### src/rtl/gpio_mux_pkg.sv
package gpio_mux_pkg;
    // control field indices; a field's set/clear/status words are 4*g + sub
    localparam int unsigned NGRP      = 8;
    localparam logic [2:0]  G_OWN     = 3'd0;
    localparam logic [2:0]  G_OE      = 3'd1;
    localparam logic [2:0]  G_OUT     = 3'd2;
    localparam logic [2:0]  G_PU      = 3'd3;
    localparam logic [2:0]  G_PD      = 3'd4;
    localparam logic [2:0]  G_ODR     = 3'd5;
    localparam logic [2:0]  G_FEN     = 3'd6;
    localparam logic [2:0]  G_FMODE   = 3'd7;

    localparam logic [1:0]  SUB_SET   = 2'd0;
    localparam logic [1:0]  SUB_CLR   = 2'd1;
    localparam logic [1:0]  SUB_STAT  = 2'd2;

    localparam int unsigned CTL_SPAN  = NGRP * 4;
    localparam int unsigned ADR_SEL1  = 32;
    localparam int unsigned ADR_SEL2  = 33;
    localparam int unsigned ADR_SCHM  = 34;
    localparam int unsigned ADR_DIV   = 35;
    localparam int unsigned ADR_PIN   = 36;

    localparam int unsigned NPER      = 4;
endpackage

### src/rtl/pio_regfile.sv
module pio_regfile
    import gpio_mux_pkg::*;
#(
    parameter int NPINS = 32,
    parameter int AW    = 6,
    parameter int DIVW  = 8
) (
    input  logic             clk,
    input  logic             rst_n,
    input  logic [AW-1:0]    addr,
    input  logic [NPINS-1:0] wdata,
    input  logic             we,
    input  logic [NPINS-1:0] pin_val,
    output logic [NPINS-1:0] rdata,
    output logic [NPINS-1:0] own,
    output logic [NPINS-1:0] oe,
    output logic [NPINS-1:0] dout,
    output logic [NPINS-1:0] pu,
    output logic [NPINS-1:0] pd,
    output logic [NPINS-1:0] odr,
    output logic [NPINS-1:0] fen,
    output logic [NPINS-1:0] fmode,
    output logic [NPINS-1:0] sel1,
    output logic [NPINS-1:0] sel2,
    output logic [NPINS-1:0] schm,
    output logic [DIVW-1:0]  div
);
    typedef struct packed {
        logic [NGRP-1:0][NPINS-1:0] grp;
        logic [NPINS-1:0]           sel1;
        logic [NPINS-1:0]           sel2;
        logic [NPINS-1:0]           schm;
        logic [DIVW-1:0]            div;
    } regs_t;

    regs_t      regs_q, regs_d;
    logic       ctl_hit;
    logic [2:0] gidx;
    logic [1:0] sub;

    assign ctl_hit = (addr < AW'(CTL_SPAN));
    assign gidx    = addr[4:2];
    assign sub     = addr[1:0];

    always_comb begin
        regs_d = regs_q;
        if (we) begin
            if (ctl_hit) begin
                if (sub == SUB_SET) begin
                    regs_d.grp[gidx] = regs_q.grp[gidx] | wdata;
                    if (gidx == G_PU) regs_d.grp[G_PD] = regs_q.grp[G_PD] & ~wdata;
                    if (gidx == G_PD) regs_d.grp[G_PU] = regs_q.grp[G_PU] & ~wdata;
                end else if (sub == SUB_CLR) begin
                    regs_d.grp[gidx] = regs_q.grp[gidx] & ~wdata;
                end
            end else if (addr == AW'(ADR_SEL1)) begin
                regs_d.sel1 = wdata;
            end else if (addr == AW'(ADR_SEL2)) begin
                regs_d.sel2 = wdata;
            end else if (addr == AW'(ADR_SCHM)) begin
                regs_d.schm = wdata;
            end else if (addr == AW'(ADR_DIV)) begin
                regs_d.div = wdata[DIVW-1:0];
            end
        end
    end

    always_ff @(posedge clk) begin
        if (!rst_n) begin
            regs_q            <= '0;
            regs_q.grp[G_OWN] <= '1;
            regs_q.grp[G_PU]  <= '1;
        end else begin
            regs_q <= regs_d;
        end
    end

    always_comb begin
        rdata = '0;
        if (ctl_hit) begin
            if (sub == SUB_STAT) rdata = regs_q.grp[gidx];
        end else if (addr == AW'(ADR_SEL1)) begin
            rdata = regs_q.sel1;
        end else if (addr == AW'(ADR_SEL2)) begin
            rdata = regs_q.sel2;
        end else if (addr == AW'(ADR_SCHM)) begin
            rdata = regs_q.schm;
        end else if (addr == AW'(ADR_DIV)) begin
            rdata = NPINS'(regs_q.div);
        end else if (addr == AW'(ADR_PIN)) begin
            rdata = pin_val;
        end
    end

    assign own   = regs_q.grp[G_OWN];
    assign oe    = regs_q.grp[G_OE];
    assign dout  = regs_q.grp[G_OUT];
    assign pu    = regs_q.grp[G_PU];
    assign pd    = regs_q.grp[G_PD];
    assign odr   = regs_q.grp[G_ODR];
    assign fen   = regs_q.grp[G_FEN];
    assign fmode = regs_q.grp[G_FMODE];
    assign sel1  = regs_q.sel1;
    assign sel2  = regs_q.sel2;
    assign schm  = regs_q.schm;
    assign div   = regs_q.div;

    // set port raises the written pins of the drive-enable field
    p_set_bits_r2: assert property (@(posedge clk) disable iff (!rst_n)
        (we && addr == AW'(4 * G_OE + SUB_SET)) |=> ((oe & $past(wdata)) == $past(wdata)));
    // pins with zero write bits keep their value
    p_set_keep_r2: assert property (@(posedge clk) disable iff (!rst_n)
        (we && addr == AW'(4 * G_OUT + SUB_SET)) |=>
        ((dout & ~$past(wdata)) == ($past(dout) & ~$past(wdata))));
    // clear port drops the written pins
    p_clr_bits_r3: assert property (@(posedge clk) disable iff (!rst_n)
        (we && addr == AW'(4 * G_OUT + SUB_CLR)) |=> ((dout & $past(wdata)) == '0));
    // set and clear ports read as zero
    p_strobe_rd0_r4: assert property (@(posedge clk) disable iff (!rst_n)
        (ctl_hit && sub != SUB_STAT) |-> (rdata == '0));
    // pulls never both on
    p_pull_excl_r5: assert property (@(posedge clk) disable iff (!rst_n)
        ((pu & pd) == '0));
endmodule

### src/rtl/pio_slow_tick.sv
module pio_slow_tick #(
    parameter int DIVW = 8
) (
    input  logic            clk,
    input  logic            rst_n,
    input  logic [DIVW-1:0] div,
    output logic            tick
);
    localparam int CW = DIVW + 1;

    logic [CW-1:0] cnt_q, cnt_d;
    logic [CW-1:0] limit;

    // one tick per 2*(div+1) clocks
    assign limit = {div, 1'b1};
    assign tick  = (cnt_q >= limit);

    always_comb begin
        cnt_d = tick ? '0 : cnt_q + 1'b1;
    end

    always_ff @(posedge clk) begin
        if (!rst_n) cnt_q <= '0;
        else        cnt_q <= cnt_d;
    end

    p_tick_wrap_r12: assert property (@(posedge clk) disable iff (!rst_n)
        tick |=> (cnt_q == '0));
endmodule

### src/rtl/pio_in_filter.sv
module pio_in_filter (
    input  logic clk,
    input  logic rst_n,
    input  logic pad,
    input  logic tick,
    input  logic fen,
    input  logic fmode,
    output logic val
);
    typedef struct packed {
        logic s1;
        logic s2;
        logic s3;
        logic glt;
        logic smp0;
        logic smp1;
        logic deb;
    } filt_t;

    filt_t st_q, st_d;

    always_comb begin
        st_d    = st_q;
        st_d.s1 = pad;
        st_d.s2 = st_q.s1;
        st_d.s3 = st_q.s2;
        if (st_q.s2 == st_q.s3) st_d.glt = st_q.s2;
        if (tick) begin
            st_d.smp0 = st_q.s2;
            st_d.smp1 = st_q.smp0;
            if (st_q.s2 == st_q.smp0 && st_q.smp0 == st_q.smp1) st_d.deb = st_q.s2;
        end
    end

    always_ff @(posedge clk) begin
        if (!rst_n) st_q <= '0;
        else        st_q <= st_d;
    end

    assign val = !fen ? st_q.s2 : (fmode ? st_q.deb : st_q.glt);

    // glitch output moves only after two equal synchronized samples
    p_glitch_stable_r11: assert property (@(posedge clk) disable iff (!rst_n)
        (st_q.glt != $past(st_q.glt)) |-> ($past(st_q.s2) == $past(st_q.s3)));
    // debounce output moves only on a slow tick
    p_deb_on_tick_r12: assert property (@(posedge clk) disable iff (!rst_n)
        !tick |=> $stable(st_q.deb));
endmodule

### src/rtl/pio_pad_mux.sv
module pio_pad_mux
    import gpio_mux_pkg::*;
#(
    parameter int NPINS = 32
) (
    input  logic [NPINS-1:0]      own,
    input  logic [NPINS-1:0]      oe,
    input  logic [NPINS-1:0]      dout,
    input  logic [NPINS-1:0]      odr,
    input  logic [NPINS-1:0]      sel1,
    input  logic [NPINS-1:0]      sel2,
    input  logic [NPER*NPINS-1:0] per_o,
    input  logic [NPER*NPINS-1:0] per_oe,
    output logic [NPINS-1:0]      pad_o,
    output logic [NPINS-1:0]      pad_oe
);
    logic [NPER-1:0][NPINS-1:0] po, poe;

    assign po  = per_o;
    assign poe = per_oe;

    for (genvar i = 0; i < NPINS; i++) begin : g_pin
        logic [1:0] code;
        logic       src_o, src_oe;

        assign code   = {sel2[i], sel1[i]};
        assign src_o  = own[i] ? dout[i] : po[code][i];
        assign src_oe = own[i] ? oe[i]   : poe[code][i];
        assign pad_o[i]  = src_o & ~odr[i];
        assign pad_oe[i] = odr[i] ? (src_oe & ~src_o) : src_oe;
    end
endmodule

### src/rtl/pio_port_ctrl.sv
module pio_port_ctrl
    import gpio_mux_pkg::*;
#(
    parameter int NPINS = 32,
    parameter int AW    = 6,
    parameter int DIVW  = 8
) (
    input  logic                  clk,
    input  logic                  rst_n,
    input  logic [AW-1:0]         bus_addr,
    input  logic [NPINS-1:0]      bus_wdata,
    input  logic                  bus_we,
    output logic [NPINS-1:0]      bus_rdata,
    input  logic [NPINS-1:0]      pad_i,
    output logic [NPINS-1:0]      pad_o,
    output logic [NPINS-1:0]      pad_oe,
    output logic [NPINS-1:0]      pad_pu,
    output logic [NPINS-1:0]      pad_pd,
    output logic [NPINS-1:0]      pad_schmitt_off,
    input  logic [NPER*NPINS-1:0] per_o,
    input  logic [NPER*NPINS-1:0] per_oe,
    output logic [NPINS-1:0]      pin_val
);
    logic [NPINS-1:0] own, oe, dout, odr, fen, fmode, sel1, sel2;
    logic [DIVW-1:0]  div;
    logic             tick;

    pio_regfile #(.NPINS(NPINS), .AW(AW), .DIVW(DIVW)) u_regs (
        .clk(clk), .rst_n(rst_n), .addr(bus_addr), .wdata(bus_wdata), .we(bus_we),
        .pin_val(pin_val), .rdata(bus_rdata),
        .own(own), .oe(oe), .dout(dout), .pu(pad_pu), .pd(pad_pd), .odr(odr),
        .fen(fen), .fmode(fmode), .sel1(sel1), .sel2(sel2),
        .schm(pad_schmitt_off), .div(div)
    );

    pio_slow_tick #(.DIVW(DIVW)) u_tick (
        .clk(clk), .rst_n(rst_n), .div(div), .tick(tick)
    );

    for (genvar i = 0; i < NPINS; i++) begin : g_filt
        pio_in_filter u_filt (
            .clk(clk), .rst_n(rst_n), .pad(pad_i[i]), .tick(tick),
            .fen(fen[i]), .fmode(fmode[i]), .val(pin_val[i])
        );
    end

    pio_pad_mux #(.NPINS(NPINS)) u_mux (
        .own(own), .oe(oe), .dout(dout), .odr(odr), .sel1(sel1), .sel2(sel2),
        .per_o(per_o), .per_oe(per_oe), .pad_o(pad_o), .pad_oe(pad_oe)
    );

    // GPIO pads without open drain follow the data and enable fields
    p_gpio_drive_r6: assert property (@(posedge clk) disable iff (!rst_n)
        ((own & ~odr & ((pad_o ^ dout) | (pad_oe ^ oe))) == '0));
    // an open-drain pad never drives high
    p_odrain_low_r8: assert property (@(posedge clk) disable iff (!rst_n)
        ((odr & pad_o) == '0));
endmodule

### config.mk
export PLATFORM = sky130hd
export DESIGN_NAME = pio_port_ctrl
export DESIGN_NICKNAME = d
export VERILOG_FILES = /design/src/rtl/gpio_mux_pkg.sv /design/src/rtl/pio_regfile.sv /design/src/rtl/pio_slow_tick.sv /design/src/rtl/pio_in_filter.sv /design/src/rtl/pio_pad_mux.sv /design/src/rtl/pio_port_ctrl.sv
export SDC_FILE = /design/constraint.sdc
export NUM_CORES = 2
export LEC_CHECK = 0
export BUFFER_PORTS_ARGS = -buffer_cell sky130_fd_sc_hd__buf_2
export CAP_MARGIN = 25
export CORE_MARGIN = 4
export CORE_UTILIZATION = 25
export CTS_CLUSTER_SIZE = 12
export DETAILED_ROUTE_END_ITERATION = 10
export GPL_TIMING_DRIVEN = 0
export HOLD_SLACK_MARGIN = 0.02
export PLACE_DENSITY_LB_ADDON = 0.12
export SLEW_MARGIN = 0
export SYNTH_ARGS = -nofsm -noshare
export SYNTH_HDL_FRONTEND = slang
export SYNTH_HIERARCHICAL = 1
export SYNTH_SLANG_ARGS = --single-unit
### constraint.sdc
create_clock -name clk -period 10.2 [get_ports clk]
set_input_delay 1.02 -clock clk [delete_from_list [all_inputs] [get_ports clk]]
set_output_delay 1.02 -clock clk [all_outputs]
set_load 0.1 [all_outputs]
==> results.tsv <==
metric	value	unit
fp-row-count	124	
switching_share	0.305	
initial_core_util	0.251	
die_x	347	um
maxSlewHeadroom	0.197	
mostFrequentLayoutCell	dfxtp_1	
min_period	5.50	ns
intPower	0.00434	W
reg2reg_depth	10	
antenna_found_initial	17	
root_buffer	clkbuf_16	
fin_skew	0.0223	ns
synth_cell_types	74	
grt_max_degree	173	
r2r_end	g_filt[20].u_filt/st_q[0]	
ys.flop_type	dfxtp_1	
yosys_warnings	6	
grt_overflow	0	
fillers	12300	
synth_seq_area_share	0.414	
synthCells	3219	
p_comb_frac	0.191	
die_area	120000	um2
grt_use_total	0.249	
report.final.slew_viol_count	0	
drc_errors	0	
cts_resized	0	
synth_nets	3557	
ant_nets	0	
total_leakage_power	14.2	nW
clkTransAtPathRegs	0.06	ns
pwr-share-seq	0.390	
setup_tns	0	ns
routedWlPerCell	29.1	um
hold_viol_final	0	
peakVddDrop	148	uV
routabilityCongestion	0.931	
fin_nets	4185	
drt-pass1-iter-count	6	
worstHoldPathType	flip-flop to flip-flop	
io_buffers	533	
final_cell_mix	dfxtp_1 (593), buf_2 (581), mux2i_1 (340)	
worst-setup-path-type	primary input to output port	
grt_pass1_vias	26800	
powerDensity	173	nW/um2
hold_end	g_filt[8].u_filt/st_d[4]	
worst_pin_slew	1.20	ns
cts_tree	built	
fin_crit_sh	0.539	
pwr-share-clk	0.419	
worst-endpoint-required	9.18	ns
coreArea	114000	um2
cts_setup_buffers	0	
hold_path_depth	1	
synth-seq-cells	593	
fmax	182	MHz
die_h	347	um
cp-start-kind	primary input	
finalHoldWorstSlack	0.422	ns
syn2layout_area_growth	25.5	%
vias	29100	
hp-start	g_filt[8].u_filt/st_d[5]	
cts_buffers	71	
ctsHoldBuffers	0	
cp_max_fo	10	
wirelength	158	mm
grt_setup_unrepaired	no	
synth_edf_count	0	
reg2reg_setup_slack	7.13	ns
htree_levels	3	
ios	553	
drive_gt1_frac	0.212	
clk_path_buf_depth	3	
endpoint_kind	output port	
drt-vias-per-instance	5.36	
maxCapViolations	0	
outcome	finished clean	
syn_area_per_cell	8.91	um2
p_sw	0.00190	W
grt_pass1_wl	216	mm
finalSetupViolCount	0	
reg2reg_from	u_regs/div[0]	
syn-cell-area	28700	um2
clkSinkCount	593	
insertion_delay	0.63	ns
worstPathArrival	4.48	ns
async_flop_share	0	
dr.first_iter.drc_count	2818	
dpl.hpwl	119	mm
[synthesized netlist by cell type, drive strengths merged, types with 22 or more instances]
cell / count / area [um2]
mux2i: 340 / 3400
nand3: 86 / 430
o221a: 32 / 360
a31oi: 77 / 482
a21boi: 32 / 240
a22oi: 47 / 353
o21ai: 239 / 1200
a21oi: 277 / 1400
and2: 118 / 738
nor2b: 135 / 847
a32o: 33 / 330
a21o: 22 / 165
nor4b: 35 / 526
a2111oi: 59 / 523
dfxtp: 593 / 11900
a311o: 23 / 230
clkbuf: 133 / 500
inv: 95 / 357
nand2: 210 / 788
nor2: 236 / 891
a221o: 41 / 410
buf: 67 / 368
nor3: 51 / 275
[critical path, cell delays in order]
cell and delay [ns]:
buf_2 0.15, buf_2 0.27, buf_1 0.34, buf_8 0.25, nor3b_2 0.74, clkbuf_1 0.59, buf_8 0.25, a221o_1 0.34
buf_2 0.49
[worst max path at each step]
| stage | cells past startpoint | slack [ns] | start | endpoint |
|---|---|---|---|---|
| after global placement | 8 | 3.51 | u_regs/div[0] | g_filt[22].u_filt/st_q[0] |
| final | 9 | 4.70 | bus_addr[0] | bus_rdata[31] |
| after floorplan | 5 | 4.78 | bus_addr[3] | bus_rdata[16] |
| after CTS | 9 | 4.77 | bus_addr[0] | bus_rdata[31] |
| after global routing | 9 | 4.77 | bus_addr[0] | bus_rdata[31] |
| after detailed placement | 9 | 4.79 | bus_addr[0] | bus_rdata[31] |
[flip-flops by register name (all words and copies together) (netlist names), 32 cells and up]
name	count
g_filt.u_filt/st_d	64
g_filt.u_filt/st_q	160
u_regs/dout	32
u_regs/fen	32
u_regs/fmode	32
u_regs/odr	32
u_regs/oe	32
u_regs/own	32
u_regs/pd	32
u_regs/pu	32
u_regs/schm	32
u_regs/sel1	32
u_regs/sel2	32
[cells by family after synthesis]
kind of cell	Yosys count	synth area share
AO/OA/AOI/OAI	1016	0.238
AND/OR/NAND/NOR	939	0.173
flip-flops	593	0.414
multiplexers	360	0.126
buffers and inverters	295	0.0427
adder cells (fa/ha/maj)	9	0.00392
XOR/XNOR	7	0.00214
[power by group through the flow]
| stage | Sequential [W] | Clock, W | Combinational, W |
|---|---|---|---|
| after floorplan | 0.00249 | 0 | 0.000817 |
| after detailed placement | 0.00249 | 0 | 0.00118 |
| after global placement | 0.00249 | 0 | 0.00125 |
| final | 0.00244 | 0.00261 | 0.00119 |
| after global routing | 0.00244 | 0.00276 | 0.00125 |
| after CTS | 0.00244 | 0.00268 | 0.00118 |
[area by class of cell]
cell class                      count  area [um2]  share of cell area
Clock inverter                     15         150             0.00417
Buffer                            200         868              0.0241
Inverter                           95         357             0.00991
Timing Repair Buffer              555        3020              0.0839
Tap cell                         1512        1890              0.0526
Antenna cell                       11        27.5            0.000765
Clock buffer                      115        2210              0.0613
Multi-Input combinational cell   2331       15600               0.433
Sequential cell                   593       11900               0.330
[metrics by stage]
stage / instances / setup WS [ns] / util / area [um2] / power, W
final: 5427 / 4.70 / 0.315 / 36000 / 0.00624
after CTS: 5412 / 4.77 / 0.315 / 35900 / 0.00629
after floorplan: 3219 / 4.78 / - / 28700 / 0.00331
after global routing: 5416 / 4.77 / 0.315 / 36000 / 0.00645
after global placement: 5264 / 3.51 / 0.291 / 33300 / 0.00374
after detailed placement: 5282 / 4.79 / 0.294 / 33600 / 0.00367
[per-layer routing]
metal | up-vias | global-route usage | wire (um)
li1 | 13200 | - | -
met2 | 1436 | 0.384 | 69000
met3 | 295 | 0.0594 | 14700
met4 | 4 | 0.0994 | 6680
met1 | 14200 | 0.336 | 67600
met5 | - | 0 | 23
Note: power is estimated with default switching activity, not from simulation.
